**src/rtl/banked_dist_ctrl.sv**
```systemverilog
module banked_dist_ctrl #(
  parameter int NUM_IRQ       = 256,
  parameter int SEC_SUPPORTED = 1
) (
  input  logic        clk,
  input  logic        rst_n,
  input  logic        wr_en,
  input  logic        wr_sel,
  input  logic        wr_secure,
  input  logic [31:0] wr_data,
  input  logic        rd_sel,
  input  logic        rd_secure,
  output logic [31:0] rd_data,
  output logic        grp0_en,
  output logic        grp1ns_en,
  output logic        grp1s_en,
  output logic        sec_dis
);
  localparam int LINES = (NUM_IRQ - 32) / 32 - 1;
  localparam logic [31:0] CFG_WORD =
    {6'b0, 1'b1, 1'b1, 5'hF, 8'b0, 1'(SEC_SUPPORTED), 5'b0, 5'(LINES)};

  logic route_ns;
  logic ctrl_wr;
  logic [31:0] full_view, ns_view;

  assign ctrl_wr = wr_en && !wr_sel;

  always_ff @(posedge clk or negedge rst_n) begin
    if (!rst_n) begin
      grp0_en   <= 1'b0;
      grp1ns_en <= 1'b0;
      grp1s_en  <= 1'b0;
      sec_dis   <= 1'b0;
      route_ns  <= 1'b1;
    end else if (ctrl_wr) begin
      if (sec_dis) begin
        grp0_en   <= wr_data[0];
        grp1ns_en <= wr_data[1];
      end else if (wr_secure) begin
        grp0_en   <= wr_data[0];
        grp1ns_en <= wr_data[1];
        grp1s_en  <= wr_data[2] && !wr_data[6];
        if (wr_data[6]) begin
          sec_dis  <= 1'b1;
          route_ns <= 1'b0;
        end
      end else begin
        grp1ns_en <= wr_data[1];
      end
    end
  end

  assign full_view = {25'b0, sec_dis, route_ns, 1'b1, 1'b0, grp1s_en, grp1ns_en, grp0_en};
  assign ns_view   = {27'b0, 1'b1, 1'b0, 1'b0, grp1ns_en, 1'b0};

  assign rd_data = rd_sel ? CFG_WORD :
                   (!rd_secure && !sec_dis) ? ns_view : full_view;
endmodule

```
**config.mk**
```make
export PLATFORM = sky130hd
export DESIGN_NAME = banked_dist_ctrl
export DESIGN_NICKNAME = d
export VERILOG_FILES = /design/src/rtl/banked_dist_ctrl.sv
export SDC_FILE = /design/constraint.sdc
export NUM_CORES = 1
export LEC_CHECK = 0
export ABC_AREA = 1
export BUFFER_PORTS_ARGS = -buffer_cell sky130_fd_sc_hd__buf_2
export CAP_MARGIN = 20
export CORE_MARGIN = 2
export CORE_UTILIZATION = 26
export CTS_BUF_LIST = sky130_fd_sc_hd__clkbuf_4
export CTS_CLUSTER_DIAMETER = 100
export DETAILED_ROUTE_END_ITERATION = 7
export PLACE_DENSITY = 0.78
export SETUP_SLACK_MARGIN = 0.02
export SLEW_MARGIN = 20
export SYNTH_ARGS = -nofsm -noshare
export SYNTH_HDL_FRONTEND = slang
export SYNTH_SLANG_ARGS = --single-unit
```
**constraint.sdc**
```tcl
create_clock -name clk -period 0.8 [get_ports clk]
set_input_delay 0.16 -clock clk [delete_from_list [all_inputs] [get_ports clk]]
set_output_delay 0.16 -clock clk [all_outputs]
set_load 0.05 [all_outputs]
```
Word level (Yosys, flattened, before mapping)
Cells that the tools add are included.

cells by class
  bitwise logic cells = 1
  reduce and logical (&&, ||, !) cells = 11
  mux-type cells = 7

operator list
  cell                 number
  26-bit two-way mux   1
  7-bit two-way mux    1
  1-bit two-way mux    5
  1-bit logical NOT    4
  4-bit AND reduction  1
  1-bit logical AND    3
  3-bit AND reduction  1
  2-bit AND reduction  1
  2-bit nonzero test   1
  1-bit NOT            1

storage, ports and cells
  register bits after elaboration = 5
  output and inout bits = 36
  bits of input ports = 39

Logic depth before layout (Yosys ltp)
  depth after elaboration = 4
  mapped depth = 5

Worst setup path after synthesis
OpenSTA, ideal clock, no wires.

  path type = flip-flop to output port
  start = register sec_dis
  end = output rd_data[0]
  data required time = 0.640 ns
  arrival = 1.941 ns
  path slack = -1.301 ns
  stages on the path, launching flop included = 3
  cells stage by stage = dfrtp_1 > nor2_1 > nor3b_1

on the way
  cells in the longest elaborated chain, start to end = 4

ends and longest elaborated chain
  element                   line  source
  start: declaration        17    output logic sec_dis
  start signal: assignment  34    sec_dis <= 1'b0;
  start signal: assignment  45    sec_dis <= 1'b1;
  1-bit logical NOT         58    (!rd_secure && !sec_dis) ? ns_view : full_view;
  1-bit logical AND         58
  7-bit two-way mux         58
  26-bit two-way mux        57    assign rd_data = rd_sel ? CFG_WORD :
  end: declaration          13    output logic [31:0] rd_data,

Every way passes these cells.

Final worst setup path
  start = register route_ns
  end = output rd_data[5]

on the way
  cells in the longest elaborated chain, start to end = 2

ends and longest elaborated chain
  element                   line  source
  start: declaration        23    logic route_ns;
  start signal: assignment  35    route_ns <= 1'b1;
  start signal: assignment  46    route_ns <= 1'b0;
  7-bit two-way mux         58
  26-bit two-way mux        57

Every way passes these cells.

==> out/qor.txt <==
Core Footprint: 1727 sq um
ratio of cells with drive above 1 in the final layout: 64.71%
cts bufs inserted: 3
skew final: 3.609 ps
nets: 142
worst hold-check path type: in2reg
routed wire length: 1144 um
max cap viols: 0
Rows: 15
Setup violations, final: 17
YS warnings: 0
remaining antenna violation count after routing: 0
slowest cell delay on critical path: 510 ps
slowest CP cell: dfstp_2
area of the multi-input gates: 265.3 sq um
H-Tree Depth: 1
Die X: 46.65 um
unrepaired setup endpoints after global routing: true
CTS tree: built
syn_area_per_cell: 7.166 sq um
register area: 131.4 sq um
CTS Buffer Depth: 2
port bufs: 27
failing checks: setup timing
Iteration-0 DRC Markers: 0
Peak VDD IR: 0.0005206 V
Max Slew Vio Count: 0
Initial Utilization: 27.39%
vias in the first global route: 390
final worst slack: -452.8 ps
crit share post-route: 156.6%
Cell variety after synth: 13
final core utilization: 49.93%
synthesized cell area: 473.0 sq um
first-pass GRT wire length: 1511 um
total clock sinks: 5
status: finished with violations
Seq cells post-synth: 5
fill cell count: 172
Post-Syn Instances: 66
startpoint types: flip-flop
antenna violations before repair: 0
worst hold margin: 127.8 ps
R2R Setup Slk: -430 ps
sequential area share after synthesis: 26.72%
kind of critical path: reg2out
Congestion Overflow GR: 0
ANT cells: 0
commonest non-fill, non-tap cells in the layout: conb_1, buf_6, buf_2, buf_4, nand2_1
Area Growth Syn to Fin: 82.28%
largest net degree at the start of global routing: 10
Ports: 75
fmax: 0.7982 GHz
CP Buf/Inv Count: 2
Die ar.: 2176 sq um
Avg WL per Cell: 9.008 um
Critical Path Fanout Max: 2
worst skew pair latency: 240 ps
RePlAce Congestion: 0.7024
DRC viols: 0
hpwl dp: 791.9 um
critical path cell sequence: inv_2 -> nor3_4 -> buf_6
root cell of the clock tree: clkbuf_4
most common cell after layout, fill and taps aside: conb_1
die outline height: 46.65 um
DRT Pass-1 Iters: 1
gr usage total: 10.59%
Leakage: 0.4590 nW
DR vias: 457
delay-heaviest family, CP: flip-flops
Reg clk slew, reported paths: 40 ps
fin crit period: 1253 ps
critical path data required time: 640 ps
final hold viol count: 0
Power Dens Cells: 1487 nW/um^2
Worst Setup End Kind: output pin
setup TNS: -4073 ps
WP data arrival: 1090 ps
Vias per Instance: 3.598
[Yosys cell counts]
cell type / count / area (sq um)
o21ai_0: 3 / 15.01
nor2_1: 6 / 22.52
dfrtp_1: 4 / 100.1
buf_4: 26 / 195.2
nor3b_1: 1 / 7.510
nand2_1: 11 / 41.29
nor3_1: 1 / 5.000
dfstp_2: 1 / 26.28
nor2_4: 1 / 11.26
inv_2: 1 / 3.750
inv_1: 7 / 26.28
conb_1: 1 / 3.750
nand3_1: 3 / 15.01
[layer usage]
metal	part of all wire, %	track usage [%]	wire length [um]
met3	8.5	1.176	97
met4	2.8	10.00	32
met1	32	9.390	363
met2	57	20.00	651
met5	0	0	0
[final timing paths]
kind                       startpoint         end  cells past startpoint
min in group asynchronous       rst_n     sec_dis                      2
max reg2reg                  route_ns    route_ns                      7
max                          route_ns  rd_data[5]                      3
max in group asynchronous       rst_n    route_ns                      2
min                        wr_data[1]   grp1ns_en                      3
min reg2reg                   grp0_en     grp0_en                      3
[flip-flops by register name, summed over array words and instances (netlist names)]
signal	count
sec_dis	1
grp0_en	1
grp1ns_en	1
grp1s_en	1
route_ns	1
[tightest hold or removal path: stages]
cell     delay [ps]
buf_2            80
nand2_1          50
o21ai_2          40
[cells by family after synthesis]
kind of cell / share of synthesized area, %
other: 0.7929
DFF: 26.72
AOI/OAI and AO/OA: 3.174
and+or+nand+nor: 21.69
buffers and inverters: 47.62
[through the flow]
step	power, W	setup slack, ps	cells	cell area [sq um]
after detailed placement	0.0008536	-344.7	117	623.1
after CTS	0.001279	-456.5	127	820.8
final	0.001282	-452.8	127	862.1
after floorplan	0.0008261	-496.3	84	599.3
after global routing	0.001338	-505.8	127	862.1
after global placement	0.0008488	-323.1	117	623.1
[where the power goes]
group	leakage [nW]	internal [W]	switching, W	total [W]
clock network	0.0184	0.000222	0.000101	0.000323
registers	0.0535	0.000270	0.0000103	0.000281
logic	0.387	0.000190	0.000488	0.000678
total	0.459	0.000683	0.000599	0.00128
[cell type report]
| cell class | instances | share of cell area, % |
|---|---|---|
| Clock buffer | 4 | 3.483 |
| Inverter | 8 | 3.919 |
| Multi-Input combinational cell | 45 | 30.77 |
| Sequential cell | 5 | 15.24 |
| Tap cell | 25 | 3.628 |
| Timing Repair Buffer | 40 | 42.96 |
[timing repair]
item | CTS | global route
endpoints found under the setup margin | 21 | 22
buffers inserted | 6 | 2
hold endpoints to repair | 5 | 0
hold buffers | 1 | 0
cloned | 0 | 0
pin swaps | 5 | 1
resized for setup | 39 | 15
No activity file was read; power rests on OpenSTA's default activity.
